## config.mk

```make
export PLATFORM = sky130hd
export DESIGN_NAME = audio_txq
export DESIGN_NICKNAME = d
export VERILOG_FILES = /design/src/rtl/audio_txq_pkg.sv /design/src/rtl/audio_txq_store.sv /design/src/rtl/audio_txq_flags.sv /design/src/rtl/audio_txq_regs.sv /design/src/rtl/audio_txq.sv
export SDC_FILE = /design/constraint.sdc
export NUM_CORES = 1
export LEC_CHECK = 0
export BUFFER_PORTS_ARGS = -buffer_cell sky130_fd_sc_hd__buf_4
export CAP_MARGIN = 30
export CORE_MARGIN = 3
export CORE_UTILIZATION = 58
export CTS_BUF_LIST = sky130_fd_sc_hd__clkbuf_8
export DETAILED_ROUTE_END_ITERATION = 8
export PLACE_DENSITY = 0.78
export SYNTH_ARGS = -nofsm -noshare
export SYNTH_HDL_FRONTEND = slang
export SYNTH_HIERARCHICAL = 1
export SYNTH_SLANG_ARGS = --single-unit
```

## constraint.sdc

```tcl
create_clock -name clk -period 4.4 [get_ports clk]
set_clock_uncertainty 0.2 [all_clocks]
set_input_delay 0.66 -clock clk [delete_from_list [all_inputs] [get_ports clk]]
set_output_delay 0.66 -clock clk [all_outputs]
set_load 0.01 [all_outputs]
```

## src/rtl/audio_txq_pkg.sv

```systemverilog
package audio_txq_pkg;

  typedef enum logic [1:0] {
    RA_CTRL  = 2'd0,
    RA_WMARK = 2'd1,
    RA_DATA  = 2'd2,
    RA_PTRS  = 2'd3
  } reg_addr_e;

  // control word bit positions
  localparam int B_REQ_DMA  = 0;
  localparam int B_WARN_DMA = 1;
  localparam int B_REQ_IRQ  = 4;
  localparam int B_WARN_IRQ = 5;
  localparam int B_ERR_IRQ  = 6;
  localparam int B_REQ_FLG  = 8;
  localparam int B_WARN_FLG = 9;
  localparam int B_ERR_FLG  = 10;
  localparam int B_FLUSH    = 12;
  localparam int B_TXEN     = 15;

  // pointer word: read pointer at bit 0, write pointer here
  localparam int PTR_WR_LSB = 16;

  typedef struct packed {
    logic req;
    logic warn;
    logic err;
  } cond_t;

  typedef struct packed {
    logic req_dma;
    logic warn_dma;
    logic req_irq;
    logic warn_irq;
    logic err_irq;
  } route_t;

  function automatic logic dma_of(cond_t c, route_t r);
    return (c.req & r.req_dma) | (c.warn & r.warn_dma);
  endfunction

  function automatic logic irq_of(cond_t c, route_t r);
    return (c.req & r.req_irq) | (c.warn & r.warn_irq) | (c.err & r.err_irq);
  endfunction

endpackage

```

## src/rtl/audio_txq_store.sv

```systemverilog
module audio_txq_store #(
  parameter int DW = 32,
  parameter int AW = 5,
  localparam int PW = AW + 1,
  localparam int DEPTH = 1 << AW
) (
  input  logic          clk,
  input  logic          rst_n,
  input  logic          push,
  input  logic [DW-1:0] push_data,
  input  logic          pop,
  input  logic          flush,
  output logic [PW-1:0] rd_ptr,
  output logic [PW-1:0] wr_ptr,
  output logic [PW-1:0] level,
  output logic          empty,
  output logic          full,
  output logic          underrun,
  output logic [DW-1:0] slot_data
);

  function automatic logic [PW-1:0] fill_of(logic [PW-1:0] rp, logic [PW-1:0] wp);
    return wp - rp;
  endfunction

  function automatic logic is_full(logic [PW-1:0] rp, logic [PW-1:0] wp);
    return (rp[AW-1:0] == wp[AW-1:0]) && (rp[AW] != wp[AW]);
  endfunction

  logic [DW-1:0] mem [DEPTH];
  logic          push_ok;
  logic          pop_take;

  assign empty    = (rd_ptr == wr_ptr);
  assign full     = is_full(rd_ptr, wr_ptr);
  assign level    = fill_of(rd_ptr, wr_ptr);
  assign push_ok  = push && !full && !flush;
  assign pop_take = pop && !empty;
  assign underrun = pop && empty;

  always_ff @(posedge clk) begin
    if (push_ok) mem[wr_ptr[AW-1:0]] <= push_data;
  end

  always_ff @(posedge clk or negedge rst_n) begin
    if (!rst_n) begin
      wr_ptr <= '0;
    end else if (push_ok) begin
      wr_ptr <= wr_ptr + 1'b1;
    end
  end

  always_ff @(posedge clk or negedge rst_n) begin
    if (!rst_n) begin
      rd_ptr <= '0;
    end else if (flush) begin
      rd_ptr <= wr_ptr;
    end else if (pop_take) begin
      rd_ptr <= rd_ptr + 1'b1;
    end
  end

  always_ff @(posedge clk or negedge rst_n) begin
    if (!rst_n) begin
      slot_data <= '0;
    end else if (pop) begin
      slot_data <= empty ? '0 : mem[rd_ptr[AW-1:0]];
    end
  end


  full_blocks_push_chk: assert property (@(posedge clk) disable iff (!rst_n)
    (push && full && !flush) |=> (wr_ptr == $past(wr_ptr)));


  level_bound_chk: assert property (@(posedge clk) disable iff (!rst_n)
    (level <= PW'(DEPTH)));


  underrun_keeps_rd_chk: assert property (@(posedge clk) disable iff (!rst_n)
    (underrun && !flush) |=> (rd_ptr == $past(rd_ptr)));


  flush_empties_chk: assert property (@(posedge clk) disable iff (!rst_n)
    flush |=> empty);

endmodule

```

## src/rtl/audio_txq_flags.sv

```systemverilog
module audio_txq_flags
  import audio_txq_pkg::*;
#(
  parameter int AW = 5,
  localparam int PW = AW + 1
) (
  input  logic          clk,
  input  logic          rst_n,
  input  logic          tx_active,
  input  logic [PW-1:0] level,
  input  logic          empty,
  input  logic [AW-1:0] wmark,
  input  logic          underrun,
  input  logic          err_clr,
  input  route_t        route,
  output cond_t         cond,
  output logic          dma_req,
  output logic          irq
);

  logic err_q;

  always_ff @(posedge clk or negedge rst_n) begin
    if (!rst_n) begin
      err_q <= 1'b0;
    end else if (underrun) begin
      err_q <= 1'b1;
    end else if (err_clr) begin
      err_q <= 1'b0;
    end
  end

  always_comb begin
    cond.req  = tx_active && (level <= {1'b0, wmark});
    cond.warn = tx_active && empty;
    cond.err  = err_q;
  end

  assign dma_req = dma_of(cond, route);
  assign irq     = irq_of(cond, route);


  err_set_wins_chk: assert property (@(posedge clk) disable iff (!rst_n)
    underrun |=> cond.err);


  err_sticky_chk: assert property (@(posedge clk) disable iff (!rst_n)
    (cond.err && !err_clr) |=> cond.err);

endmodule

```

## src/rtl/audio_txq_regs.sv

```systemverilog
module audio_txq_regs
  import audio_txq_pkg::*;
#(
  parameter int DW = 32,
  parameter int AW = 5,
  localparam int PW = AW + 1
) (
  input  logic          clk,
  input  logic          rst_n,
  input  logic          reg_wr,
  input  logic [1:0]    reg_addr,
  input  logic [DW-1:0] reg_wdata,
  output logic [DW-1:0] reg_rdata,
  input  logic          frame_end,
  input  cond_t         cond,
  input  logic [PW-1:0] rd_ptr,
  input  logic [PW-1:0] wr_ptr,
  output route_t        route,
  output logic [AW-1:0] wmark,
  output logic          push,
  output logic [DW-1:0] push_data,
  output logic          flush,
  output logic          err_clr,
  output logic          tx_active
);

  logic ctrl_wr;
  logic wm_wr;
  logic te_sw;

  assign ctrl_wr   = reg_wr && (reg_addr == RA_CTRL);
  assign wm_wr     = reg_wr && (reg_addr == RA_WMARK);
  assign push      = reg_wr && (reg_addr == RA_DATA);
  assign push_data = reg_wdata;
  assign flush     = ctrl_wr && reg_wdata[B_FLUSH];
  assign err_clr   = ctrl_wr && reg_wdata[B_ERR_FLG];

  always_ff @(posedge clk or negedge rst_n) begin
    if (!rst_n) begin
      route <= '0;
      te_sw <= 1'b0;
    end else if (ctrl_wr) begin
      route.req_dma  <= reg_wdata[B_REQ_DMA];
      route.warn_dma <= reg_wdata[B_WARN_DMA];
      route.req_irq  <= reg_wdata[B_REQ_IRQ];
      route.warn_irq <= reg_wdata[B_WARN_IRQ];
      route.err_irq  <= reg_wdata[B_ERR_IRQ];
      te_sw          <= reg_wdata[B_TXEN];
    end
  end

  always_ff @(posedge clk or negedge rst_n) begin
    if (!rst_n) begin
      wmark <= '0;
    end else if (wm_wr) begin
      wmark <= reg_wdata[AW-1:0];
    end
  end

  // deferred stop: the clear takes hold only at a frame boundary
  always_ff @(posedge clk or negedge rst_n) begin
    if (!rst_n) begin
      tx_active <= 1'b0;
    end else if (ctrl_wr && reg_wdata[B_TXEN]) begin
      tx_active <= 1'b1;
    end else if (!te_sw && frame_end) begin
      tx_active <= 1'b0;
    end
  end

  always_comb begin
    reg_rdata = '0;
    case (reg_addr)
      RA_CTRL: begin
        reg_rdata[B_REQ_DMA]  = route.req_dma;
        reg_rdata[B_WARN_DMA] = route.warn_dma;
        reg_rdata[B_REQ_IRQ]  = route.req_irq;
        reg_rdata[B_WARN_IRQ] = route.warn_irq;
        reg_rdata[B_ERR_IRQ]  = route.err_irq;
        reg_rdata[B_REQ_FLG]  = cond.req;
        reg_rdata[B_WARN_FLG] = cond.warn;
        reg_rdata[B_ERR_FLG]  = cond.err;
        reg_rdata[B_TXEN]     = tx_active;
      end
      RA_WMARK: reg_rdata[AW-1:0] = wmark;
      RA_PTRS: begin
        reg_rdata[PW-1:0]              = rd_ptr;
        reg_rdata[PTR_WR_LSB +: PW]    = wr_ptr;
      end
      default: reg_rdata = '0;
    endcase
  end


  tx_keep_chk: assert property (@(posedge clk) disable iff (!rst_n)
    (tx_active && !frame_end) |=> tx_active);


  tx_on_chk: assert property (@(posedge clk) disable iff (!rst_n)
    (ctrl_wr && reg_wdata[B_TXEN]) |=> tx_active);

endmodule

```

## src/rtl/audio_txq.sv

```systemverilog
module audio_txq
  import audio_txq_pkg::*;
#(
  parameter int DW = 32,
  parameter int AW = 5,
  localparam int PW = AW + 1
) (
  input  logic          clk,
  input  logic          rst_n,
  input  logic          reg_wr,
  input  logic [1:0]    reg_addr,
  input  logic [DW-1:0] reg_wdata,
  output logic [DW-1:0] reg_rdata,
  input  logic          slot_pop,
  input  logic          frame_end,
  output logic [DW-1:0] slot_data,
  output logic          tx_active,
  output logic          dma_req,
  output logic          irq
);

  route_t        route;
  cond_t         cond;
  logic [AW-1:0] wmark;
  logic          push;
  logic [DW-1:0] push_data;
  logic          flush;
  logic          err_clr;
  logic          pop_q;
  logic [PW-1:0] rd_ptr;
  logic [PW-1:0] wr_ptr;
  logic [PW-1:0] level;
  logic          empty;
  logic          full;
  logic          underrun;

  // pops only count while the transmitter runs
  assign pop_q = slot_pop && tx_active;

  audio_txq_regs #(.DW(DW), .AW(AW)) u_regs (
    .clk       (clk),
    .rst_n     (rst_n),
    .reg_wr    (reg_wr),
    .reg_addr  (reg_addr),
    .reg_wdata (reg_wdata),
    .reg_rdata (reg_rdata),
    .frame_end (frame_end),
    .cond      (cond),
    .rd_ptr    (rd_ptr),
    .wr_ptr    (wr_ptr),
    .route     (route),
    .wmark     (wmark),
    .push      (push),
    .push_data (push_data),
    .flush     (flush),
    .err_clr   (err_clr),
    .tx_active (tx_active)
  );

  audio_txq_store #(.DW(DW), .AW(AW)) u_store (
    .clk       (clk),
    .rst_n     (rst_n),
    .push      (push),
    .push_data (push_data),
    .pop       (pop_q),
    .flush     (flush),
    .rd_ptr    (rd_ptr),
    .wr_ptr    (wr_ptr),
    .level     (level),
    .empty     (empty),
    .full      (full),
    .underrun  (underrun),
    .slot_data (slot_data)
  );

  audio_txq_flags #(.AW(AW)) u_flags (
    .clk       (clk),
    .rst_n     (rst_n),
    .tx_active (tx_active),
    .level     (level),
    .empty     (empty),
    .wmark     (wmark),
    .underrun  (underrun),
    .err_clr   (err_clr),
    .route     (route),
    .cond      (cond),
    .dma_req   (dma_req),
    .irq       (irq)
  );


  idle_pop_ignored_chk: assert property (@(posedge clk) disable iff (!rst_n)
    (slot_pop && !tx_active && !flush) |=> (rd_ptr == $past(rd_ptr)));

endmodule

```

# After elaboration in Yosys (flattened, before gate mapping)
# Memories as Yosys holds them, arrays and structs flattened.
# Index checks and enable logic that the tools add are counted.
# W data, S select, Z words.
[totals]
register_bits = 57
ramBits = 1024
inputBits = 39
output_inout_bits = 67
mem_count = 1
elab_cells = 71
[classes]
n_eq_ne = 6
muxes = 17
magnitude_cmp = 1
addsub = 3
bitwise_logic = 8
n_reduce_logical = 23
[memory_table]
columns = ["memory", "words", "word_bits", "read_ports", "rd_clocked_by_memory_dff", "wr", "line", "source"]
rows = [
  ["u_store.mem", 32, 32, 1, 0, 1, "audio_txq_store.sv:30", "logic [DW-1:0] mem [DEPTH];"],
]
[ops]
columns = ["cell", "n"]
rows = [
  ["$mux W32", 1],
  ["$mux W6", 3],
  ["$logic_and A1 B1 Y1", 15],
  ["$add A6 B1 Y6 const B", 2],
  ["$mux W1", 8],
  ["$eq A6 B6 Y1", 1],
  ["$le A6 B5 Y1", 1],
  ["$pmux W2 S3", 1],
  ["$reduce_bool A2 Y1", 3],
  ["$sub A6 B6 Y6", 1],
  ["$and A1 B1 Y1", 5],
  ["$eq A5 B5 Y1", 1],
  ["$eq A2 B2 Y1 const B", 2],
  ["$logic_not A1 Y1", 4],
  ["$pmux W2 S2", 1],
  ["$mux W3", 1],
  ["$or A1 B1 Y1", 3],
  ["$pmux W1 S3", 1],
  ["$eq A2 B1 Y1 const B", 1],
  ["$logic_not A2 Y1", 1],
  ["$pmux W1 S2", 1],
  ["$ne A1 B1 Y1", 1],
]

# Depth between registers and ports, before layout
[depth]
word_depth = 7
ltp_mapped = 14

# By module
# Netlist, hierarchy kept.
[modules_own_cells]
columns = ["mod", "seq_area_each_um2", "area_each_um2", "cells_per_inst", "n_inst"]
rows = [
  ["audio_txq_store", 31850.5, 41647.4, 2158, 1],
  ["audio_txq_regs", 300.3, 1027.2, 107, 1],
  ["audio_txq_flags", 25.0, 236.5, 31, 1],
  ["audio_txq", 0.0, 6.3, 1, 1],
]

# Worst setup path after synthesis
# OpenSTA, ideal clock, no wires.
[synth_timing]
kind = "reg2reg"
startpoint = "register u_store.rd_ptr[4]"
endpoint = "memory u_store.mem[15][0], enable pin"
synth_period_minus_slack_ns = 4.281
setup_slack_ns = 0.119
required_ns = 3.779
setup_time_ns = 0.421
path_buffers = 3
arrival_time_ns = 3.660
stages_incl_launch_ff = 10
path_cell_list = "dfrtp_1 -> clkbuf_1 -> clkinv_1 -> clkbuf_1 -> ha_1 -> and4_1 -> a311oi_4 -> nand2_1 -> buf_2 -> nor2_1"
[synth_between]
elab_chain_cells = 7
[synth_rtl]
columns = ["item", "line", "source"]
rows = [
  ["start, declared", "audio_txq_store.sv:13", "output logic [PW-1:0] rd_ptr,"],
  ["start signal, assigned", "audio_txq_store.sv:57", "rd_ptr <= wr_ptr;"],
  ["start signal, assigned", "audio_txq_store.sv:59", "rd_ptr <= rd_ptr + 1'b1;"],
  ["$eq A5 B5 Y1", "audio_txq_store.sv:27", "return (rp[AW-1:0] == wp[AW-1:0]) && (rp[AW] != wp[AW]);"],
  ["$logic_and A1 B1 Y1", "audio_txq_store.sv:27", ""],
  ["$logic_not A1 Y1", "audio_txq_store.sv:37", "assign push_ok = push && !full && !flush;"],
  ["$logic_and A1 B1 Y1 (2 in a row)", "audio_txq_store.sv:37", ""],
  ["$mux W1", "audio_txq_store.sv:42", "if (push_ok) mem[wr_ptr[AW-1:0]] <= push_data;"],
  ["$mux W1 (not written as such)", "audio_txq_store.sv:42", ""],
  ["end, declared", "audio_txq_store.sv:30", ""],
]
# No other way between the ends.

==> results.json <==
{
  "drt_first_iter_violations": 2904,
  "hpwl_um": 58200,
  "fp.dieArea_sq_mm": 0.0773,
  "final_cell_mix": "edfxtp_1, mux2i_1, clkbuf_8",
  "cts_root_buf": "clkbuf_8",
  "cp_max_fo": 14,
  "reg2reg_depth": 10,
  "vias": 23500,
  "cp.required_ns": 3.54,
  "routed_wl_um": 107000,
  "clkTransAtPathRegs_ns": 0.07,
  "fmaxAchievable_ghz": 0.225,
  "io_buffer_count": 90,
  "grt_pass1_wl_um": 157000,
  "grt_pass1_vias": 24000,
  "drv_cap": 0,
  "overflow": 0,
  "clock-sinks": 1081,
  "antenna_found_initial": 1,
  "final_area_sq_mm": 0.0484,
  "dpl_cell_area_sq_mm": 0.0450,
  "ant_nets": 0,
  "cts_buffer_depth": 3,
  "endpoint_kind": "output pin",
  "fp.dieW_um": 278,
  "first_pass_iters": 8,
  "post_drt_via_cell_ratio": 6.54,
  "layout_commonest_cell": "edfxtp_1",
  "whs_path_depth": 1,
  "io_pins": 106,
  "drv_slew": 0,
  "start_util": 0.587,
  "p_leak_uw": 0.0163,
  "powerDensity_mw_per_mm2": 571,
  "crit_type": "reg2out",
  "hp-class": "in2reg",
  "worstSetupStartpointType": "flip-flop",
  "synthCells": 2296,
  "fp.dieH_um": 278,
  "post-route-util": 0.662,
  "worst_pin_slew_ns": 1.04,
  "track_usage": 0.279,
  "place_congestion": 0.845,
  "core_sq_mm": 0.0731,
  "rows": 99,
  "wl_per_cell_um": 29.7,
  "setup_violations": 2,
  "fin_nets": 2556,
  "netlist_area_sq_mm": 0.0429,
  "syn_area_per_cell_sq_um": 18.7,
  "min_period_ns": 4.44,
  "area_growth_pct": 12.8,
  "arrival_ns": 3.58,
  "grt_max_degree": 78,
  "drive_gt1_frac": 0.243,
  "fin_crit_sh": 1.01,
  "outcome": "complete, but fails checks",
  "numCtsBuffers": 165,
  "drc": 0,
  "hold_violations": 0,
  "violations": "setup timing",
  "setup_slack_ns": -0.0373,
  "cts_tree": "yes",
  "cts_max_level": 4,
  "rsz0062_at_grt": "yes",
  "slew_headroom": 0.305,
  "vdd_drop_max_mv": 0.542,
  "clk_latency_ns": 0.81,
  "yosysWarnings": 6
}
[stage by stage]
step | total power [uW] | setup slack (ns) | setup TNS (ns) | hold slack, ns | std cells
2_1_floorplan | 17600 | 0.127 | 0 | 0.164 | 2310
3_3_place_gp | 19500 | 0.598 | 0 | 0.289 | 3263
3_5_place_dp | 19800 | 0.498 | 0 | 0.303 | 3265
4_1_cts | 27500 | 0.00492 | 0 | 0.000880 | 3588
5_1_grt | 28700 | -0.148 | -0.339 | 0.0365 | 3594
6_report | 27600 | -0.0373 | -0.0519 | 0.0752 | 3594
[final timing paths]
check	from	slack, ns	endpoint
max	u_store/wr_ptr[2]$_DFFE_PN0P_	-0.04	reg_rdata[8]
min	reg_wdata[27]	0.08	u_store/mem[27][27]$_DFFE_PP_
max reg2reg	u_store/rd_ptr[1]$_DFFE_PN0P_	0.61	u_store/slot_data[23]$_DFFE_PN0P_
min reg2reg	u_regs/te_sw$_DFFE_PN0N_	0.31	u_regs/te_sw$_DFFE_PN0N_
max in group asynchronous	rst_n	2.78	u_store/slot_data[19]$_DFFE_PN0P_
min in group asynchronous	rst_n	0.24	u_store/rd_ptr[3]$_DFFE_PN0P_
[critical path: stages (launching register included)]
cell	delay [ns]
dfrtp_2	0.53
ha_2	0.45
inv_1	0.10
o21ai_2	0.20
a21oi_2	0.10
xnor2_1	0.19
ha_1	0.29
and4b_1	0.24
and3_4	0.16
a31oi_4	0.17
nor2b_1	0.06
and2_1	0.16
buf_6	0.12
[routing by layer]
metal	GRT usage	part of all wire	up-vias
met3	0.0538	0.099	300
met2	0.448	0.49	1502
met5	0	0	-
li1	-	-	9655
met1	0.380	0.37	12000
met4	0.119	0.040	0
[registers in the layout, summed over array words and instances (netlist names)]
register and cells:
u_store/rd_ptr 6, u_regs/route 5, u_regs/tx_active 1, u_store/mem 1024, u_store/wr_ptr 6, u_store/slot_data 32
u_flags/err_q 1, u_regs/te_sw 1, u_regs/wmark 5
[power by group]
part	leakage (uW)	total, uW	switching [uW]	internal, uW
registers	0.00994	11900	293	11600
logic	0.00459	8160	4800	3370
clock network	0.00179	7590	3760	3820
total	0.0163	27600	8850	18800
[layout make-up]
type | instances | area, sq um
flip-flops and latches | 1081 | 32200
clock buffers | 175 | 2410
repair buffers | 193 | 1920
clock inverters | 129 | 647
diodes | 1 | 2.50
multi-input cells | 1036 | 9950
fillers | 4588 | 24700
well taps | 959 | 1200
inverters | 20 | 77.6
[what timing repair did]
item / CTS / global route
endpoints found under the hold margin: 154 / 0
pin swaps: 5 / 8
hold buffers: 12 / 0
endpoints found under the setup margin: 3 / 3
buffers inserted: 7 / 3
resized for setup: 19 / 9
No activity file was read; power rests on OpenSTA's default activity.
